==> src/rtl/cmdpath_pkg.sv <==
package cmdpath_pkg;

    localparam int SHORT_BITS = 48;
    localparam int LONG_BITS  = 136;
    localparam int LONG_HDR   = 8;   // bits ahead of the long payload
    localparam int CRC_TAIL   = 8;   // crc7 plus end bit
    localparam int WORD_W     = 32;
    localparam int CMDW_W     = 14;

    // status bit positions
    localparam int FLG_CRCERR = 0;
    localparam int FLG_RTMO   = 2;
    localparam int FLG_DTMO   = 3;
    localparam int FLG_REND   = 6;
    localparam int FLG_SENT   = 7;
    localparam int FLG_ACT    = 13;
    localparam int FLG_BUSY   = 20;
    localparam int FLG_BREL   = 21;

    localparam logic [WORD_W-1:0] STICKY_MASK =
        (WORD_W'(1) << FLG_CRCERR) | (WORD_W'(1) << FLG_RTMO) |
        (WORD_W'(1) << FLG_DTMO)   | (WORD_W'(1) << FLG_REND) |
        (WORD_W'(1) << FLG_SENT)   | (WORD_W'(1) << FLG_BREL);

    typedef enum logic [1:0] {
        RSP_NONE   = 2'b00,
        RSP_SHORT  = 2'b01,
        RSP_NOCRC  = 2'b10,
        RSP_LONG   = 2'b11
    } rsp_kind_e;

    typedef enum logic [2:0] {
        PH_IDLE, PH_SEND, PH_WAIT, PH_RECV, PH_CHECK, PH_BUSY
    } phase_e;

    typedef struct packed {
        logic       want_busy;   // 13
        logic       enable;      // 12
        logic [1:0] spare;       // 11:10
        rsp_kind_e  kind;        // 9:8
        logic       stop;        // 7
        logic       xfer;        // 6
        logic [5:0] index;       // 5:0
    } cmd_word_t;

    function automatic logic [6:0] crc7_step(logic [6:0] c, logic b);
        logic fb;
        fb = c[6] ^ b;
        return {c[5:0], 1'b0} ^ (fb ? 7'h09 : 7'h00);
    endfunction

    function automatic logic [6:0] crc7_of40(logic [39:0] d);
        logic [6:0] c;
        c = '0;
        for (int i = 39; i >= 0; i--) c = crc7_step(c, d[i]);
        return c;
    endfunction

endpackage

==> src/rtl/cmdpath_tx.sv <==
module cmdpath_tx
    import cmdpath_pkg::*;
(
    input  logic        clk,
    input  logic        rst,
    input  logic        load,
    input  logic [5:0]  index,
    input  logic [31:0] arg,
    input  logic        shift,
    output logic        ser_bit,
    output logic        done
);
    localparam int CW = $clog2(SHORT_BITS);

    logic [SHORT_BITS-1:0] sh;
    logic [CW-1:0]         cnt;

    always_ff @(posedge clk) begin
        if (rst) begin
            sh  <= '1;
            cnt <= '0;
        end else if (load) begin
            sh  <= {2'b01, index, arg, crc7_of40({2'b01, index, arg}), 1'b1};
            cnt <= '0;
        end else if (shift) begin
            sh  <= {sh[SHORT_BITS-2:0], 1'b1};
            cnt <= cnt + 1'b1;
        end
    end

    assign ser_bit = sh[SHORT_BITS-1];
    assign done    = shift && (cnt == CW'(SHORT_BITS - 1));
endmodule

==> src/rtl/cmdpath_rx.sv <==
module cmdpath_rx
    import cmdpath_pkg::*;
(
    input  logic                 clk,
    input  logic                 rst,
    input  logic                 start,
    input  logic                 shift,
    input  logic                 bit_in,
    input  logic                 long_mode,
    output logic [LONG_BITS-1:0] frame,
    output logic [6:0]           crc,
    output logic                 last
);
    localparam int IW = $clog2(LONG_BITS);

    logic [IW-1:0] idx;
    logic [IW-1:0] win_lo, win_hi, len_m1;
    logic          in_win;

    assign len_m1 = long_mode ? IW'(LONG_BITS - 1) : IW'(SHORT_BITS - 1);
    assign win_lo = long_mode ? IW'(LONG_HDR) : '0;
    assign win_hi = long_mode ? IW'(LONG_BITS - CRC_TAIL - 1)
                              : IW'(SHORT_BITS - CRC_TAIL - 1);
    assign in_win = (idx >= win_lo) && (idx <= win_hi);
    assign last   = shift && (idx == len_m1);

    always_ff @(posedge clk) begin
        if (rst) begin
            frame <= '0;
            crc   <= '0;
            idx   <= '0;
        end else if (start) begin
            frame <= '0;        // start bit is 0, crc of it from zero is 0
            crc   <= '0;
            idx   <= IW'(1);
        end else if (shift) begin
            frame <= {frame[LONG_BITS-2:0], bit_in};
            if (in_win) crc <= crc7_step(crc, bit_in);
            idx   <= idx + 1'b1;
        end
    end
endmodule

==> src/rtl/cmdpath_engine.sv <==
module cmdpath_engine
    import cmdpath_pkg::*;
#(
    parameter int RESP_TIMEOUT = 64,
    parameter int BUSY_LIMIT   = 1000
) (
    input  logic        clk,
    input  logic        rst,
    input  logic        arg_we,
    input  logic [31:0] arg_wdata,
    input  logic        cmd_we,
    input  logic [13:0] cmd_wdata,
    input  logic        clr_we,
    input  logic [31:0] clr_wdata,
    input  logic        cmd_in,
    input  logic        d0_in,
    output logic        cmd_out,
    output logic [31:0] resp_w1,
    output logic [31:0] resp_w2,
    output logic [31:0] resp_w3,
    output logic [31:0] resp_w4,
    output logic [31:0] status
);
    localparam int TW = $clog2(RESP_TIMEOUT);
    localparam int BW = $clog2(BUSY_LIMIT);

    cmd_word_t              cw_in;
    phase_e                 ph;
    rsp_kind_e              kind_q;
    logic                   busy_q, en_latched;
    logic [5:0]             index_q;
    logic [31:0]            arg_q;
    logic [TW-1:0]          tcnt;
    logic [BW-1:0]          bcnt;
    logic [WORD_W-1:0]      sticky, ev;
    logic                   start_ok, abort, tx_bit, tx_done, rx_last, crc_bad;
    logic                   tmo_hit, btmo_hit;
    logic [LONG_BITS-1:0]   rx_frame;
    logic [6:0]             rx_crc;
    logic                   unused_bits;

    assign cw_in       = cmd_word_t'(cmd_wdata);
    assign unused_bits = ^{cw_in.xfer, cw_in.stop, cw_in.spare,
                           rx_frame[LONG_BITS-1:128], rx_frame[0]};
    assign abort       = cmd_we && !cw_in.enable;
    assign start_ok    = cmd_we && cw_in.enable && !en_latched;
    assign tmo_hit     = (tcnt == TW'(RESP_TIMEOUT - 1));
    assign btmo_hit    = (bcnt == BW'(BUSY_LIMIT - 1));
    assign crc_bad     = (kind_q == RSP_SHORT || kind_q == RSP_LONG) &&
                         (rx_crc != rx_frame[7:1]);

    cmdpath_tx u_tx (
        .clk(clk), .rst(rst), .load(start_ok), .index(cw_in.index),
        .arg(arg_q), .shift(ph == PH_SEND && !abort),
        .ser_bit(tx_bit), .done(tx_done)
    );

    cmdpath_rx u_rx (
        .clk(clk), .rst(rst),
        .start(ph == PH_WAIT && !cmd_in && !abort),
        .shift(ph == PH_RECV && !abort), .bit_in(cmd_in),
        .long_mode(kind_q == RSP_LONG),
        .frame(rx_frame), .crc(rx_crc), .last(rx_last)
    );

    // sequencing
    always_ff @(posedge clk) begin
        if (rst) begin
            ph         <= PH_IDLE;
            en_latched <= 1'b0;
            kind_q     <= RSP_NONE;
            busy_q     <= 1'b0;
            index_q    <= '0;
            arg_q      <= '0;
            tcnt       <= '0;
            bcnt       <= '0;
        end else begin
            if (arg_we) arg_q <= arg_wdata;
            if (abort) begin
                en_latched <= 1'b0;
                ph         <= PH_IDLE;
            end else if (start_ok) begin
                en_latched <= 1'b1;
                kind_q     <= cw_in.kind;
                busy_q     <= cw_in.want_busy;
                index_q    <= cw_in.index;
                ph         <= PH_SEND;
            end else begin
                unique case (ph)
                    PH_SEND: if (tx_done) begin
                        ph   <= (kind_q == RSP_NONE) ? PH_IDLE : PH_WAIT;
                        tcnt <= '0;
                    end
                    PH_WAIT: begin
                        if (!cmd_in)      ph <= PH_RECV;
                        else if (tmo_hit) ph <= PH_IDLE;
                        else              tcnt <= tcnt + 1'b1;
                    end
                    PH_RECV: if (rx_last) ph <= PH_CHECK;
                    PH_CHECK: begin
                        bcnt <= '0;
                        ph   <= (!crc_bad && busy_q && !d0_in) ? PH_BUSY : PH_IDLE;
                    end
                    PH_BUSY: begin
                        if (d0_in || btmo_hit) ph <= PH_IDLE;
                        else                   bcnt <= bcnt + 1'b1;
                    end
                    default: ph <= PH_IDLE;
                endcase
            end
        end
    end

    // flag events
    always_comb begin
        ev = '0;
        if (!abort) begin
            ev[FLG_SENT]   = (ph == PH_SEND) && tx_done && (kind_q == RSP_NONE);
            ev[FLG_RTMO]   = (ph == PH_WAIT) && cmd_in && tmo_hit;
            ev[FLG_CRCERR] = (ph == PH_CHECK) && crc_bad;
            ev[FLG_REND]   = (ph == PH_CHECK) && !crc_bad;
            ev[FLG_BREL]   = (ph == PH_BUSY) && d0_in;
            ev[FLG_DTMO]   = (ph == PH_BUSY) && !d0_in && btmo_hit;
        end
    end

    always_ff @(posedge clk) begin
        if (rst) sticky <= '0;
        else     sticky <= ((sticky & ~(clr_we ? clr_wdata : '0)) | ev) & STICKY_MASK;
    end

    // response words
    always_ff @(posedge clk) begin
        if (rst) begin
            resp_w1 <= '0; resp_w2 <= '0; resp_w3 <= '0; resp_w4 <= '0;
        end else if (ph == PH_CHECK && !abort) begin
            if (kind_q == RSP_LONG) begin
                resp_w1 <= rx_frame[127:96];
                resp_w2 <= rx_frame[95:64];
                resp_w3 <= rx_frame[63:32];
                resp_w4 <= {rx_frame[31:1], 1'b0};
            end else begin
                resp_w1 <= rx_frame[39:8];
            end
        end
    end

    always_comb begin
        status           = sticky;
        status[FLG_ACT]  = (ph != PH_IDLE);
        status[FLG_BUSY] = (ph == PH_BUSY);
    end

    assign cmd_out = (ph == PH_SEND) ? tx_bit : 1'b1;

    logic unused_index;
    assign unused_index = ^index_q;
endmodule

==> config.mk <==
export PLATFORM = sky130hd
export DESIGN_NAME = cmdpath_engine
export DESIGN_NICKNAME = d
export VERILOG_FILES = /design/src/rtl/cmdpath_pkg.sv /design/src/rtl/cmdpath_tx.sv /design/src/rtl/cmdpath_rx.sv /design/src/rtl/cmdpath_engine.sv
export SDC_FILE = /design/constraint.sdc
export NUM_CORES = 1
export LEC_CHECK = 0
export BUFFER_PORTS_ARGS = -buffer_cell sky130_fd_sc_hd__buf_2
export CAP_MARGIN = 0
export CORE_AREA = 5 5 172 174
export CTS_BUF_LIST = sky130_fd_sc_hd__clkbuf_16
export DETAILED_ROUTE_END_ITERATION = 10
export DIE_AREA = 0 0 177 179
export GPL_TIMING_DRIVEN = 0
export PLACE_DENSITY = 0.86
export SYNTH_ARGS = -nofsm -noshare
export SYNTH_HDL_FRONTEND = slang
export SYNTH_SLANG_ARGS = --single-unit
==> constraint.sdc <==
create_clock -name clk -period 3.4 [get_ports clk]
set_clock_uncertainty 0.15 [all_clocks]
set_input_delay 0.17 -clock clk [delete_from_list [all_inputs] [get_ports clk]]
set_output_delay 0.17 -clock clk [all_outputs]
set_load 0.02 [all_outputs]
==> impl_metrics.ini, run 1 <==
[outcome]
outcome = finished clean

[yosys]
synthTopCellsByArea = dfxtp_1 50%, nand2_1 15%, a21oi_1 7.6%
synth_top_area_share = 0.4995
ys_async_sr_fraction = 0
synth_edf_count = 0
synth_area_leader_cell = dfxtp_1
yosysSeqAreaShare = 0.4995
syn_area_mm2 = 0.01539
synth_cell_type_count = 66
synth-seq-cells = 384
yosysWarnings = 0
avgSynthCellArea_um2 = 8.383
syn_inst = 1836
ys.flop_type = dfxtp_1

[place]
dp.final_hpwl_um = 28870
portBuffers = 189
dpl.cell_count = 2427
globalplace.congestion = 0.8777

[power]
p_int_uw = 7888
pwr-share-seq = 0.453
ir_drop_uv = 469.0
clockPowerShare = 0.428
p_comb_frac = 0.119
p_leak_uw = 0.007421
power_per_cell_area_mw_per_mm2 = 546.1
p_sw_frac = 0.2345
switchingPower_uw = 2417
finalPower_uw = 10310

[floorplan]
dieWidth_um = 177
die_area_mm2 = 0.03168
start_util = 0.5571
die_h_um = 179
num_io_pins = 246
rows = 61
core-area_mm2 = 0.02763

[timing]
rsz0062_at_grt = false
min_period_ps = 3237
setup_violations = 0
slew_viol_final = 0
fin_crit_sh = 0.9519
hold_viol_final = 0
worstMarginPinSlew_ps = 1218
fmax_ghz = 0.3090
max_slew_margin = 0.1809

[layout]
final_common_cell = nand2_1
final_cell_mix = 621 x nand2_1, 384 x dfxtp_1, 234 x a21oi_1
areaGrowthSynthToFinish_pct = 22.60
num_antenna_cells = 0
fin_nets = 2248
final_cells = 2562
drive_gt1_frac = 0.1319

[clock_tree]
post_cts_buffers = 0
worstSkewPairLatency_ps = 530
clock_path_buffers = 3
clkTransAtPathRegs_ps = 60
htree_levels = 2
cts_inserted_buffers = 39
cts.sinks = 384
cts_tree = built
ctsRootBufferMaster = clkbuf_16

[worst_setup_path]
rrSetupSlack_ps = 210
r2r_end = u_rx.crc[0]$_SDFFE_PP0P_
crit_chain = dlygate4sd3_1 -> buf_2 -> clkbuf_1 -> clkbuf_1 -> clkbuf_1 -> a21oi_1 -> dlygate4sd3_1
crit_buf_inv = 6
reg2reg_depth = 11
worstSetupEndpointType = register
required_ps = 3660
cp_slowest_cell = clkbuf_1
start_kind = primary input
worstSetupPathType = in -> reg
crit_path_frequent_cell = clkbuf_1
max_stage_delay_ps = 850
cp_top_family = buffers and inverters
critPathMaxFanout = 10
worstPathArrival_ps = 3490
reg2reg_from = kind_q[0]$_SDFFE_PP0P_

[grt]
track_usage = 0.2622
overflow = 0
grt_pass1_vias = 13630
antenna_found_initial = 0
grt_pass1_wl_um = 68070
grt_max_degree = 15

[route]
ant_nets = 0
drc = 0
vias = 13960
dr.pass1.iters = 5
via_per_inst = 5.449
drtIter0Drc = 1112
postRouteWirelength_um = 42670
post_drt_wl_per_cell_um = 16.65

[worst_hold_path]
hold_path.startpoint = cmd_we
hold_class = in -> reg
hold_end = sticky[2]$_SDFF_PP0_
holdPathStages = 4

[flow_run]
max_cap_violations = 0
## layer usage
| layer | routed length, µm | up-vias | global-route usage | part of all wire |
|---|---|---|---|---|
| met5 | 0 | - | 0 | 0 |
| met4 | 1682 | 0 | 0.1057 | 0.039 |
| met3 | 3092 | 123 | 0.05209 | 0.072 |
| met2 | 21210 | 522 | 0.4623 | 0.50 |
| met1 | 16680 | 6577 | 0.3148 | 0.39 |
| li1 | - | 6738 | - | - |
## layout make-up
type	count	area (µm²)
inverter	8	30.03
tap	378	473.0
clock buffer	39	975.9
timing repair buffer	253	1587
multi-input combinational	1319	7118
clock inverter	32	341.6
buffer	149	656.9
fill	2080	8760
sequential	384	7687
## flip-flops by register name, summed over array words and instances (netlist names), 3 cells and up
| register | count |
|---|---|
| tcnt | 6 |
| u_tx.cnt | 6 |
| u_rx.idx | 8 |
| sticky | 6 |
| resp_w4 | 31 |
| arg_q | 32 |
| u_tx.sh | 47 |
| resp_w3 | 32 |
| u_rx.crc | 7 |
| resp_w1 | 32 |
| bcnt | 10 |
| u_rx.frame | 128 |
| resp_w2 | 32 |
| ph | 3 |
## cells by family (layout without fill, tap and decap cells)
family          after synthesis  count (layout)  share of synthesized area
mux                          43              43                    0.02805
simple gates                800             800                     0.2069
other cells                   1              25                  0.0002436
compound gates              347             347                     0.1366
flops                       384             384                     0.4995
xor+xnor                     95              95                    0.07690
buf+inv                     157             481                    0.04455
fa+ha+maj                     9               9                   0.007317
## power groups by stage
stage | Combinational (µW) | Sequential [µW] | Clock, µW
3_5_place_dp | 1140 | 4770 | 0
6_report | 1220 | 4670 | 4410
4_1_cts | 1210 | 4670 | 4450
3_3_place_gp | 1110 | 4760 | 0
5_1_grt | 1310 | 4680 | 4660
2_1_floorplan | 934 | 4740 | 0
## how the worst max path moves through the flow
stage / startpoint / endpoint / depth (start not counted)
2_1_floorplan: kind_q[0]$_SDFFE_PP0P_ / u_rx.crc[0]$_SDFFE_PP0P_ / 10
3_3_place_gp: kind_q[0]$_SDFFE_PP0P_ / resp_w4[31]$_SDFFE_PP0P_ / 6
3_5_place_dp: ph[0]$_SDFFE_PP0P_ / u_rx.frame[18]$_SDFFE_PP0P_ / 6
4_1_cts: ph[0]$_SDFFE_PP0P_ / u_rx.frame[18]$_SDFFE_PP0P_ / 6
5_1_grt: kind_q[0]$_SDFFE_PP0P_ / u_rx.crc[0]$_SDFFE_PP0P_ / 11
6_report: rst / en_latched$_SDFFE_PP0P_ / 7
## worst register-to-register path: stages, from the launching register on
cell and delay, ps:
dfxtp_1 340, nand2_1 370, clkinv_1 370, clkbuf_2 310, ha_1 370, nand2_1 60
o21ai_0 130, a21oi_1 70, or3_1 320, clkbuf_1 250, mux2_2 330, nor2_1 80
## cells in the mapped netlist (10+ instances only)
library cell and number:
nand2_1 621, dfxtp_1 384, a21oi_1 234, nor2_1 117, clkbuf_1 113, xnor2_1 44
a221oi_1 42, mux2i_1 42, a311oi_1 32, xor2_1 26, buf_4 25, xnor3_1 15
nand3_1 10, nand4_1 10
## per-stage QoR
| stage | setup TNS (ps) | hold slack [ps] | util | area, µm² | setup slack (ps) |
|---|---|---|---|---|---|
| finish | 0 | 92.12 | 0.6830 | 18870 | 163.5 |
| global route | 0 | 151.6 | 0.6830 | 18870 | 6.516 |
| CTS | 0 | 39.81 | 0.6828 | 18860 | 24.35 |
| detailed placement | 0 | 264.7 | 0.6119 | 16910 | 46.80 |
| global placement | -37.72 | 258.9 | 0.6117 | 16900 | -17.94 |
| floorplan | 0 | 153.9 | - | 15480 | 808.3 |
## timing repair
| action | 4_1_cts | 5_1_grt |
|---|---|---|
| hold endpoints to repair | 51 | 0 |
| hold buffers | 64 | 0 |
| resized for setup | 0 | 3 |
| setup endpoints to repair | 0 | 62 |
Note: power is estimated with default switching activity, not from simulation.
==> run 2, diff against run 1 <==
Settings changed: CORE_AREA 5 5 172 174 to 5 5 176 178, DIE_AREA 0 0 177 179 to 0 0 181 183, SLEW_MARGIN set to 20, SYNTH_HIERARCHICAL set to 1.
Clock period 3.4 ns to 3.65 ns, I/O delays scaled along.
==> run 2 against run 1 <==
Against the previous run: clock-buffer cell count unchanged; non-clock buffer count shrank 12; die area grew 4.5%; sequential cell count is the same; design area increased by 3.5%; combinational power increased by 7%; sequential share of layout area is 1.4 points lower; total power shrank 8.7%; synthesized area increased by 4.8%; critical path type is now reg -> reg; critical endpoint is now ph[0]$_SDFFE_PP0P_.
==> impl_metrics.ini, run 2 <==
[outcome]
outcome = finished clean

[timing]
setup_ws_ps = 302.9
setup_violations = 0
hold_viol_final = 0
min_period_ps = 3347
worstMarginPinSlew_ps = 1279
fmax_ghz = 0.2988
fin_crit_sh = 0.9170
max_slew_margin = 0.1472
slew_viol_final = 0
rsz0062_at_grt = false

[worst_setup_path]
cp_top_family = simple AND/OR/NAND/NOR gates
crit_path_frequent_cell = a211oi_1
worstSetupEndpointType = register
crit_chain = and2_1 -> buf_2 -> inv_1 -> ha_1 -> or4_1 -> a21oi_1 -> a211oi_1 -> nor3_1 -> a211oi_1
worstPathArrival_ps = 3530
critPathMaxFanout = 19
worstSetupPathType = reg -> reg
required_ps = 3830
crit_buf_inv = 2
start_kind = register
cp_slowest_cell = or4_1
max_stage_delay_ps = 490

[route]
drc = 0
vias = 13090
drtIter0Drc = 831
post_drt_wl_per_cell_um = 17.32
postRouteWirelength_um = 42040
ant_nets = 0
via_per_inst = 5.395
dr.pass1.iters = 8

[grt]
gr-max-usage-layer = met2
grt_use_met1 = 0.2851
grt_max_degree = 20
track_usage = 0.2452
use_met2 = 0.4236
grt_pass1_wl_um = 67750
overflow = 0
antenna_found_initial = 1
grt_pass1_vias = 13450
met3_usage = 0.05811

[clock_tree]
clock_path_buffers = 3
cts_tree = built
worstSkewPairLatency_ps = 540
htree_levels = 2
clkTransAtPathRegs_ps = 60
post_cts_buffers = 0
cts_inserted_buffers = 39
cts.sinks = 384
ctsRootBufferMaster = clkbuf_16

[floorplan]
die_area_mm2 = 0.03312
core-area_mm2 = 0.02924
start_util = 0.5514
dieWidth_um = 181
num_io_pins = 246
rows = 63
die_h_um = 183

[layout]
fin_nets = 2101
fin_util = 0.6679
n_fill_cell = 2195
final_cells = 2427
seq_area_mm2 = 0.007687
final_cell_mix = 384 x dfxtp_1, 247 x mux2i_1, 235 x nand2_1
final_common_cell = dfxtp_1
areaGrowthSynthToFinish_pct = 21.12
top_regs = u_rx/frame (128), u_tx/sh (47)
multi_input_area_mm2 = 0.007825
largest_reg_flops = 128
regMostFlops = u_rx/frame
drive_gt1_frac = 0.1773

[yosys]
yosysWarnings = 6
avgSynthCellArea_um2 = 9.553
syn_area_mm2 = 0.01613
syn_inst = 1688

[place]
dp.final_hpwl_um = 27770
portBuffers = 189
preCtsSetupSlack_ps = -540.6
globalplace.congestion = 0.8589
dpl.cell_count = 2291

[power]
ir_drop_uv = 425.1
power_per_cell_area_mw_per_mm2 = 481.6
p_leak_uw = 0.007567

[worst_hold_path]
hold_class = in -> reg

[flow_run]
max_cap_violations = 0
## run 2: power by group
part | leakage (µW) | internal [µW] | switching [µW]
clock | 0.000620 | 2100 | 1670
combinational | 0.00384 | 683 | 630
sequential | 0.00311 | 4270 | 63.3
total | 0.00757 | 7050 | 2360
## run 2: final cells by class
| class | instances | share of cell area |
|---|---|---|
| diodes | 1 | 0.0001281 |
| plain buffers | 134 | 0.03479 |
| clock buffers | 39 | 0.04997 |
| clock inverters | 31 | 0.01140 |
| inverters | 9 | 0.001730 |
| multi-input cells | 1183 | 0.4006 |
| flip-flops and latches | 384 | 0.3936 |
| well taps | 390 | 0.02498 |
| repair buffers | 256 | 0.08277 |
## run 2: worst register-to-register path, stage by stage, from the launching register on
cell,delay (ps)
dfxtp_1,430
and2_1,150
buf_2,470
inv_1,210
ha_1,370
or4_1,490
a21oi_1,350
a211oi_1,170
nor3_1,230
a211oi_1,140
## run 2: per-stage QoR
stage,TNS [ps],cell area [µm²],total power (µW),hold slack (ps)
2_1_floorplan,0,16220,5399,104.9
3_3_place_gp,-2515,17650,5587,266.4
3_5_place_dp,-3526,17650,5634,273.2
4_1_cts,0,19520,9415,254.0
5_1_grt,0,19530,9745,300.5
6_report,0,19530,9407,281.1
## run 2: path summary, 6_finish.rpt
| check | startpoint | to | slack [ps] | depth (start not counted) |
|---|---|---|---|---|
| max | kind_q[0]$_SDFFE_PP0P_ | ph[0]$_SDFFE_PP0P_ | 300 | 9 |
| min | arg_wdata[18] | arg_q[18]$_SDFFE_PP0P_ | 280 | 4 |
| max reg2reg | kind_q[0]$_SDFFE_PP0P_ | ph[0]$_SDFFE_PP0P_ | 300 | 9 |
| min reg2reg | resp_w4[7]$_SDFFE_PP0P_ | resp_w4[7]$_SDFFE_PP0P_ | 300 | 2 |
## run 2: repair_timing
item	4_1_cts	5_1_grt
endpoints found under the hold margin	53	0
hold buffers	67	0
cloned	0	0
endpoints found under the setup margin	9	9
gates resized for setup	3	5
## run 2: per-layer routing
layer | vias to the layer above | share of wire
met3 | 166 | 0.065
met1 | 6181 | 0.40
met5 | - | 0
met2 | 468 | 0.48
li1 | 6278 | -
met4 | 0 | 0.051
